==> config.mk <==
export PLATFORM = sky130hd
export DESIGN_NAME = scl_wavegen
export DESIGN_NICKNAME = d
export VERILOG_FILES = /design/src/rtl/scl_wave_pkg.sv /design/src/rtl/scl_prescale_timer.sv /design/src/rtl/scl_phase_fsm.sv /design/src/rtl/scl_wavegen.sv
export SDC_FILE = /design/constraint.sdc
export NUM_CORES = 1
export LEC_CHECK = 0
export BUFFER_PORTS_ARGS = -buffer_cell sky130_fd_sc_hd__buf_2
export CORE_ASPECT_RATIO = 2
export CORE_MARGIN = 2
export CORE_UTILIZATION = 51
export CTS_BUF_LIST = sky130_fd_sc_hd__clkbuf_16
export DETAILED_ROUTE_END_ITERATION = 10
export HOLD_SLACK_MARGIN = 0.05
export PLACE_DENSITY_LB_ADDON = 0.12
export SLEW_MARGIN = 10
export SYNTH_ARGS = -nofsm -noshare
export SYNTH_HDL_FRONTEND = slang
export SYNTH_SLANG_ARGS = --single-unit
==> constraint.sdc <==
create_clock -name clk -period 1.85 [get_ports clk]
set_input_delay 0.185 -clock clk [delete_from_list [all_inputs] [get_ports clk]]
set_output_delay 0.185 -clock clk [all_outputs]
set_load 0.02 [all_outputs]
==> src/rtl/scl_wave_pkg.sv <==
// Package: shared phase encoding and default sizes for the SCL waveform generator.
// Assumes: included in compile order before every module that uses it.
package scl_wave_pkg;

    // Phase of the generated clock; IDLE is the released, resting state.
    typedef enum logic [1:0] {
        PH_IDLE = 2'd0,
        PH_LOW  = 2'd1,
        PH_HIGH = 2'd2
    } scl_phase_e;

    // Default widths and the fixed per-phase offset.
    localparam int DEF_DIV_W  = 8;
    localparam int DEF_EXP_W  = 3;
    localparam int DEF_OFFSET = 4;

endpackage

==> src/rtl/scl_prescale_timer.sv <==
// Module: scl_prescale_timer
// Counts out one phase of div * 2**exp + OFFSET cycles. The counting runs in
// three stages: a prescaler that wraps every 2**exp cycles, a tick counter
// that holds the remaining divider ticks, and a final offset countdown.
// Assumes: load and clear are exclusive in practice (clear wins), OFFSET >= 2,
// and load is pulsed on the edge that begins a phase. last_o is high during
// the final cycle of the loaded phase.
module scl_prescale_timer #(
    parameter int DIV_W  = 8,
    parameter int EXP_W  = 3,
    parameter int OFFSET = 4
) (
    input  logic             clk,
    input  logic             rst_n,
    input  logic             clear,
    input  logic             load,
    input  logic [DIV_W-1:0] div_in,
    input  logic [EXP_W-1:0] exp_in,
    output logic             last_o
);

    // Largest prescale reload is 2**(2**EXP_W - 1) - 1, which needs PRE_W bits.
    localparam int PRE_W = (1 << EXP_W) - 1;
    localparam int OFF_W = $clog2(OFFSET);

    logic [DIV_W-1:0] tick_q;
    logic [PRE_W-1:0] pre_q;
    logic [PRE_W-1:0] reload_q;
    logic [OFF_W-1:0] off_q;

    logic [PRE_W:0]   pre_one;
    logic [PRE_W-1:0] pre_load;

    // Prescale reload value: 2**exp - 1.
    always_comb begin
        pre_one  = (PRE_W+1)'(1) << exp_in;
        pre_load = PRE_W'(pre_one - (PRE_W+1)'(1));
    end

    // Load on phase entry, clear at rest, otherwise step the three stages in order.
    always_ff @(posedge clk) begin
        if (!rst_n || clear) begin
            tick_q   <= '0;
            pre_q    <= '0;
            reload_q <= '0;
            off_q    <= '0;
        end else if (load) begin
            tick_q   <= div_in;
            pre_q    <= pre_load;
            reload_q <= pre_load;
            off_q    <= OFF_W'(OFFSET - 1);
        end else if (tick_q != '0) begin
            if (pre_q == '0) begin
                tick_q <= tick_q - DIV_W'(1);
                pre_q  <= reload_q;
            end else begin
                pre_q <= pre_q - PRE_W'(1);
            end
        end else if (off_q != '0) begin
            off_q <= off_q - OFF_W'(1);
        end
    end

    // Final cycle of the phase: every divider tick used and the offset run down.
    always_comb begin
        last_o = (tick_q == '0) && (off_q == '0);
    end

endmodule

==> src/rtl/scl_phase_fsm.sv <==
// Module: scl_phase_fsm
// Sequences the clock through rest, low and high. It requests a timer load at
// every phase entry, picks which divider the timer takes, and registers the
// clock level and the two boundary strobes.
// Assumes: last_i comes from a timer that was loaded on the most recent entry.
// Dropping enable returns to rest at once and fires no strobe.
module scl_phase_fsm
    import scl_wave_pkg::*;
(
    input  logic clk,
    input  logic rst_n,
    input  logic enable,
    input  logic last_i,
    output logic load_o,
    output logic sel_hi_o,
    output logic clear_o,
    output logic scl_o,
    output logic fall_stb,
    output logic rise_stb
);

    scl_phase_e phase_q;
    scl_phase_e phase_d;
    logic       fall_d;
    logic       rise_d;

    // Next phase and boundary events for this cycle.
    always_comb begin
        phase_d = phase_q;
        fall_d  = 1'b0;
        rise_d  = 1'b0;
        if (!enable) begin
            phase_d = PH_IDLE;
        end else begin
            unique case (phase_q)
                PH_IDLE: begin
                    phase_d = PH_LOW;
                    fall_d  = 1'b1;
                end
                PH_LOW: begin
                    if (last_i) begin
                        phase_d = PH_HIGH;
                        rise_d  = 1'b1;
                    end
                end
                PH_HIGH: begin
                    if (last_i) begin
                        phase_d = PH_LOW;
                        fall_d  = 1'b1;
                    end
                end
                default: phase_d = PH_IDLE;
            endcase
        end
    end

    // Timer controls: load on any phase entry, high divider when leaving low.
    always_comb begin
        load_o   = fall_d || rise_d;
        sel_hi_o = (phase_q == PH_LOW);
        clear_o  = !enable;
    end

    // Phase register with registered clock level and strobes.
    always_ff @(posedge clk) begin
        if (!rst_n) begin
            phase_q  <= PH_IDLE;
            scl_o    <= 1'b1;
            fall_stb <= 1'b0;
            rise_stb <= 1'b0;
        end else begin
            phase_q  <= phase_d;
            scl_o    <= (phase_d != PH_LOW);
            fall_stb <= fall_d;
            rise_stb <= rise_d;
        end
    end

endmodule

==> src/rtl/scl_wavegen.sv <==
// Module: scl_wavegen (top)
// I2C master serial clock generator with separate low and high dividers and a
// shared power-of-two prescaler. It joins the phase sequencer to one timer and
// selects which divider the timer takes on each phase entry.
// Assumes: a single clock domain, synchronous active-low reset, and divider
// inputs that are quasi-static (they are used only when a phase begins).
module scl_wavegen
    import scl_wave_pkg::*;
#(
    parameter int DIV_W  = DEF_DIV_W,
    parameter int EXP_W  = DEF_EXP_W,
    parameter int OFFSET = DEF_OFFSET
) (
    input  logic             clk,
    input  logic             rst_n,
    input  logic             enable,
    input  logic [DIV_W-1:0] lo_div,
    input  logic [DIV_W-1:0] hi_div,
    input  logic [EXP_W-1:0] pre_exp,
    output logic             scl_o,
    output logic             fall_stb,
    output logic             rise_stb
);

    logic             tmr_last;
    logic             tmr_load;
    logic             tmr_clear;
    logic             sel_hi;
    logic [DIV_W-1:0] div_sel;

    // Divider chosen for the phase being entered.
    always_comb begin
        div_sel = sel_hi ? hi_div : lo_div;
    end

    scl_phase_fsm u_fsm (
        .clk      (clk),
        .rst_n    (rst_n),
        .enable   (enable),
        .last_i   (tmr_last),
        .load_o   (tmr_load),
        .sel_hi_o (sel_hi),
        .clear_o  (tmr_clear),
        .scl_o    (scl_o),
        .fall_stb (fall_stb),
        .rise_stb (rise_stb)
    );

    scl_prescale_timer #(
        .DIV_W  (DIV_W),
        .EXP_W  (EXP_W),
        .OFFSET (OFFSET)
    ) u_timer (
        .clk    (clk),
        .rst_n  (rst_n),
        .clear  (tmr_clear),
        .load   (tmr_load),
        .div_in (div_sel),
        .exp_in (pre_exp),
        .last_o (tmr_last)
    );

endmodule

==> flow_summary.json, run 1 <==
{
  "cp_top_family": "simple AND/OR/NAND/NOR gates",
  "fmax_mhz": 500,
  "async_flop_share_pct": 0,
  "ios": 25,
  "dp_cells": 260,
  "pwr_density_cell_mw_per_mm2": 1130,
  "slew_viol_final": 0,
  "ant_nets": 0,
  "syn_nets": 210,
  "cts_root_buf": "clkbuf_16",
  "place_congestion": 0.941,
  "n_fill_cell": 264,
  "initial_utilization_pct": 53.3,
  "intPower_mw": 1.67,
  "wl_mm": 4.54,
  "synth_top_area_share_pct": 34.1,
  "synth_cell_types": 48,
  "post_drt_via_cell_ratio": 5.99,
  "finalCritPeriodShare_pct": 108,
  "pwr-share-clk_pct": 29.1,
  "p_leak_nw": 0.906,
  "worstReg2RegStart": "u_timer.tick_q[4]",
  "numCtsBuffers": 5,
  "synth_edf_count": 0,
  "first_global_vias": 1638,
  "min_path_cells": 3,
  "seq_power_share_pct": 28.7,
  "vdd_drop_max_uv": 827,
  "rsz0062_at_grt": "yes",
  "slew-limit-headroom_pct": 75.5,
  "cts_tree": "built",
  "antenna_found_initial": 0,
  "finish.utilization_pct": 70.3,
  "synth_top_flop_cell": "dfxtp_1",
  "fin_skew_ps": 3.39,
  "worstRegToRegCells": 7,
  "hpwl_mm": 3.44,
  "antennaDiodeCount": 0,
  "ys_seq_area_share_pct": 34.1,
  "cp.depth": 7,
  "grt_max_degree": 14,
  "synth_area_mm2": 0.00170,
  "clkTransAtPathRegs_ps": 50,
  "violations": "setup timing",
  "wl_per_cell_um": 16.6,
  "instances_no_fill": 273,
  "die-area_mm2": 0.00384,
  "reg2reg_slack_ps": -150,
  "syn_area_per_cell_um2": 9.20,
  "vias": 1635,
  "comb_power_share_pct": 42.2,
  "setup.worst_path.start_class": "flop",
  "worst_hold_slack_ps": 263,
  "cpPeakStageDelay_ps": 590,
  "hp-start": "lo_div[5]",
  "critical_path.slowest_cell": "or4_4",
  "worst_slack_ps": -150,
  "hold_viol": 0,
  "grt_pass1_wl_mm": 7.26,
  "path_class": "flop to flop",
  "period_minus_slack_ps": 2000,
  "hp-class": "input port to flop",
  "ys_seq_elements": 29,
  "htree_levels": 2,
  "grt_use_total_pct": 25.7,
  "synthCells": 185,
  "p_sw_share_pct": 34.0,
  "critPathBufInv": 2,
  "layout-area-overhead-vs-synth_pct": 32.0,
  "num_rows": 29,
  "die_h_um": 85.7,
  "cp_data_required_time_ps": 2060,
  "drt_iter0_drc": 45,
  "synth_area_leaders": "dfxtp_1 (34%), a211oi_2 (5.9%), a211oi_1 (4.4%)",
  "crit_path_cell_trace": "or4_4 -> nor4_4 -> buf_4 -> a22o_4 -> buf_6 -> nand3_4 -> a21oi_2",
  "first_pass_iters": 4,
  "end_kind": "flop",
  "status": "complete, but fails checks",
  "cp_max_fo": 8,
  "die_x_um": 44.8,
  "clkSinkCount": 29,
  "arrival_ps": 2210,
  "core-area_mm2": 0.00319,
  "clock_path_buffers": 2,
  "yosysWarnings": 0,
  "yosys.area.top_type": "dfxtp_1",
  "nNetsFinal": 266,
  "drive_gt1_share_pct": 39.3,
  "cap_viol_max_count": 0,
  "p_switching_mw": 0.862,
  "port_buffers": 24,
  "grt-ovfl-total": 0,
  "worst_pin_slew_ps": 366,
  "route.detailed.drc": 0,
  "clk_latency_ps": 270,
  "startpoint": "u_timer.tick_q[4]",
  "setup_viol": 22
}
sequential cells by signal (all words and copies together) (netlist names):
signal	cells
u_timer.pre_q	7
u_fsm.phase_q	2
u_fsm.rise_stb	1
u_fsm.fall_stb	1
u_fsm.scl_o	1
u_timer.reload_q	7
u_timer.tick_q	8
u_timer.off_q	2
cell usage in the layout (no fill, tap or decap), types with 2 or more instances in the layout:
cell       count
clkbuf_16      5
ha_1           2
o21ai_1        2
a21oi_1       11
a211oi_2       8
nand2_1       10
and2b_2        2
buf_2         25
buf_6          2
o211ai_1       3
nor2b_1        6
nand3_1        5
nor2_1        11
nor4_4         2
nor3b_1        3
xnor2_1        3
dfxtp_1       28
o22a_1         2
mux2i_1        6
a311oi_1       2
or3_1          3
nor3_1         8
a211oi_1       8
nand4_1        3
o21ai_0        4
a21oi_2        2
buf_4         33
a31oi_1        2
o31ai_4        2
a211oi_4       2
inv_1         14
o221ai_1       2
timing repair:
action / in CTS / in global routing
setup buffers: 4 / 0
gates resized for setup: 12 / 2
hold buffers: 0 / 0
pin swaps: 14 / 4
cloned: 1 / 0
endpoints found under the setup margin: 24 / 24
hold endpoints to repair: 0 / 0
per-stage QoR:
step	instance area (µm²)	total power, mW	setup slack [ps]	TNS (ps)
floorplan	1700	1.38	-129	-955
global placement	2010	1.67	-298	-3430
detailed placement	2010	1.71	-352	-5230
CTS	2240	2.53	-217	-3720
global route	2250	2.66	-245	-4220
finish	2250	2.53	-150	-2170
cells in the mapped netlist, drive strengths merged, types with 3 or more instances:
master / n
a211oi: 18
mux2i: 6
nor4: 3
nand3: 6
o211ai: 3
nor2b: 6
clkbuf: 3
inv: 11
buf: 8
o21ai: 6
or3: 4
nand4: 3
xnor2: 3
nand2: 11
nor3b: 3
a21oi: 13
nor3: 8
o31ai: 3
nor2: 12
ha: 3
dfxtp: 29
metal layers:
metal	track usage [%]	vias up	part of all wire, %
met5	0	-	0
met1	23.7	774	34
met2	49.5	45	60
li1	-	803	-
met4	12.6	0	3.1
met3	4.63	13	3.4
worst paths after layout:
check,end
worst max register to register,u_timer.reload_q[5]
worst max-delay path,u_timer.reload_q[5]
worst min-delay path,u_timer.tick_q[5]
worst min register to register,u_timer.reload_q[3]
power by group through the flow:
| stage | clock network [mW] | logic (mW) | registers, mW |
|---|---|---|---|
| CTS | 0.746 | 1.05 | 0.728 |
| finish | 0.736 | 1.07 | 0.728 |
| global route | 0.777 | 1.15 | 0.733 |
| global placement | 0 | 0.936 | 0.736 |
| detailed placement | 0 | 0.974 | 0.739 |
| floorplan | 0 | 0.643 | 0.738 |
worst register-to-register path: cells and delay by family (launching register included):
family                 cells  cell delay [ps]
AOI/OAI and AO/OA          2              330
buffers and inverters      2              320
DFF                        1              300
and+or+nand+nor            3              980
final cells by class:
class | instances | area, µm² | share of cell area, %
Inverter | 11 | 41.3 | 1.84
Clock inverter | 3 | 11.3 | 0.501
Timing Repair Buffer | 61 | 415 | 18.5
Clock buffer | 5 | 125 | 5.57
Tap cell | 31 | 38.8 | 1.73
Sequential cell | 29 | 582 | 25.9
Multi-Input combinational cell | 133 | 1030 | 46.0
logic make-up (layout without fill, tap and decap cells):
kind of cell	after synthesis	count (layout)	share of synthesized area (%)
and+or+nand+nor	63	63	21.5
AOI/OAI and AO/OA	58	58	28.3
DFF	29	29	34.1
buffers and inverters	23	80	8.75
muxes	6	6	3.53
adders and majority gates	3	3	2.21
xor gates and xnor gates	3	3	1.54
No activity file was read; power rests on OpenSTA's default activity.
==> run 2: changes to the inputs <==
--- a/config.mk
+++ b/config.mk
@@ -9,7 +9,7 @@
 export CORE_ASPECT_RATIO = 2
 export CORE_MARGIN = 2
 export CORE_UTILIZATION = 51
-export CTS_BUF_LIST = sky130_fd_sc_hd__clkbuf_16
+export CTS_BUF_LIST = sky130_fd_sc_hd__clkbuf_4 sky130_fd_sc_hd__clkbuf_8 sky130_fd_sc_hd__clkbuf_16
 export DETAILED_ROUTE_END_ITERATION = 10
 export HOLD_SLACK_MARGIN = 0.05
 export PLACE_DENSITY_LB_ADDON = 0.12
==> run 2 against run 1 <==
Effect of this change: the run still ends with setup timing left; largest power group unchanged; power is 7.9% lower; non-clock buffer count shrank 1; sequential share of layout area grew 0.34 points.
==> flow_summary.json, run 2 (same netlist as run 1, synthesis figures left out) <==
{
  "status": "complete, but fails checks",
  "violations": "setup timing",
  "hold_viol": 0,
  "cp_data_required_time_ps": 2050,
  "worstReg2RegStart": "u_timer.tick_q[4]",
  "clock_path_buffers": 2,
  "setup.worst_path.start_class": "flop",
  "antenna_found_initial": 0,
  "arrival_ps": 2190,
  "first_global_vias": 1589,
  "reg_top3": "u_timer.tick_q (8), u_timer.pre_q (7), u_timer.reload_q (7)",
  "max_flop_register": "u_timer.tick_q",
  "r2r-end": "u_timer.reload_q[2]",
  "post_drt_via_cell_ratio": 5.99,
  "htree_levels": 2,
  "crit_path_cell_trace": "or4_4 -> nor4_4 -> a22oi_2 -> buf_6 -> buf_4 -> a211oi_2",
  "place_congestion": 0.941,
  "vias": 1629,
  "port_buffers": 24,
  "layout_common_cells": "buf_4 (31), dfxtp_1 (28), buf_2 (24), nor2_1 (12)",
  "route.detailed.drc": 0,
  "dp_cells": 260,
  "fmax_mhz": 502,
  "worstRegToRegCells": 6,
  "core-area_mm2": 0.00319,
  "endpoint": "u_timer.reload_q[2]",
  "critPathBufInv": 2,
  "ant_nets": 0,
  "vdd_drop_max_uv": 641,
  "slew_viol_final": 0,
  "clkSinkCount": 29,
  "finalCritPeriodShare_pct": 108,
  "largest_reg_flops": 8,
  "wl_mm": 4.41,
  "p_leak_nw": 0.883,
  "cp_top_family": "simple AND/OR/NAND/NOR gates",
  "initial_utilization_pct": 53.3,
  "min_path_cells": 3,
  "num_rows": 29,
  "path_class": "flop to flop",
  "dpl_cell_area_mm2": 0.00201,
  "layout-area-overhead-vs-synth_pct": 30.3,
  "instances_no_fill": 272,
  "finish.utilization_pct": 69.4,
  "drt_iter0_drc": 37,
  "cts_tree": "built",
  "rsz0062_at_grt": "yes",
  "critical_path.slowest_cell": "or4_4",
  "die_h_um": 85.7,
  "cp.depth": 6,
  "worst_hold_slack_ps": 252,
  "reg2reg_slack_ps": -140,
  "hpwl_mm": 3.44,
  "wl_per_cell_um": 16.2,
  "antennaDiodeCount": 0,
  "pwr_density_cell_mw_per_mm2": 1050,
  "final_common_cell": "buf_4",
  "drive_gt1_share_pct": 40.7,
  "startpoint": "u_timer.tick_q[4]",
  "fin_skew_ps": 4.63,
  "hp-class": "input port to flop",
  "numCtsBuffers": 5,
  "die-area_mm2": 0.00384,
  "cpPeakStageDelay_ps": 590,
  "cts_root_buf": "clkbuf_8",
  "first_pass_iters": 4,
  "postCtsHoldBufs": 0,
  "period_minus_slack_ps": 1990,
  "ios": 25,
  "worst_slack_ps": -143,
  "cp_max_fo": 10,
  "end_kind": "flop",
  "clk_latency_ps": 280,
  "grt_max_degree": 14,
  "worst_pin_slew_ps": 359,
  "grt_pass1_wl_mm": 7.15,
  "clkTransAtPathRegs_ps": 60,
  "setup_viol": 22,
  "slew-limit-headroom_pct": 76.0,
  "post-place-ws_ps": -352,
  "nNetsFinal": 265,
  "final_area_mm2": 0.00222,
  "grt_use_total_pct": 25.2,
  "cap_viol_max_count": 0,
  "die_x_um": 44.8,
  "grt-ovfl-total": 0
}
[run 2: layout make-up]
cell class                 instances  area [µm²]
multi-input combinational        133        1050
fill                             266         976
sequential                        29         582
timing repair buffer              60         418
clock buffer                       8        91.3
inverter                          11        41.3
tap                               31        38.8
[run 2: worst register-to-register path: stages, from the launching register on]
cell	delay [ps]
dfxtp_1	310
or4_4	590
nor4_4	340
a22oi_2	180
buf_6	180
buf_4	150
a211oi_2	170
[run 2: how the worst min path moves through the flow]
stage	from	endpoint
detailed placement	u_timer.reload_q[6]	u_timer.reload_q[6]
CTS	lo_div[5]	u_timer.tick_q[5]
global placement	u_timer.reload_q[6]	u_timer.reload_q[6]
global route	lo_div[5]	u_timer.tick_q[5]
finish	lo_div[5]	u_timer.tick_q[5]
floorplan	pre_exp[1]	u_timer.reload_q[0]
[run 2: per-layer routing]
layer | GRT usage (%) | share of wire, % | routed length (µm) | vias to the layer above
met5 | 0 | 0 | 0 | -
met4 | 12.6 | 3.4 | 148 | 0
met3 | 3.79 | 2.9 | 127 | 17
met2 | 48.2 | 59 | 2600 | 43
met1 | 24.1 | 35 | 1530 | 771
li1 | - | - | - | 798
[run 2: power breakdown]
group / leakage, nW / internal (mW) / total [mW] / switching [mW]
combinational: 0.596 / 0.512 / 1.07 / 0.559
sequential: 0.238 / 0.682 / 0.727 / 0.0445
clock: 0.0498 / 0.310 / 0.535 / 0.225
total: 0.883 / 1.50 / 2.33 / 0.829
[run 2: what timing repair did]
item,CTS,global route
gates cloned,0,0
gates resized for setup,15,4
setup buffers,3,1
setup endpoints to repair,24,24
pin swaps,6,4
[run 2: metrics by stage]
step           power [mW]  setup TNS, ps
2_1_floorplan        1.38           -955
3_3_place_gp         1.67          -3430
3_5_place_dp         1.71          -5230
4_1_cts              2.32          -3760
5_1_grt              2.47          -3980
6_report             2.33          -1990
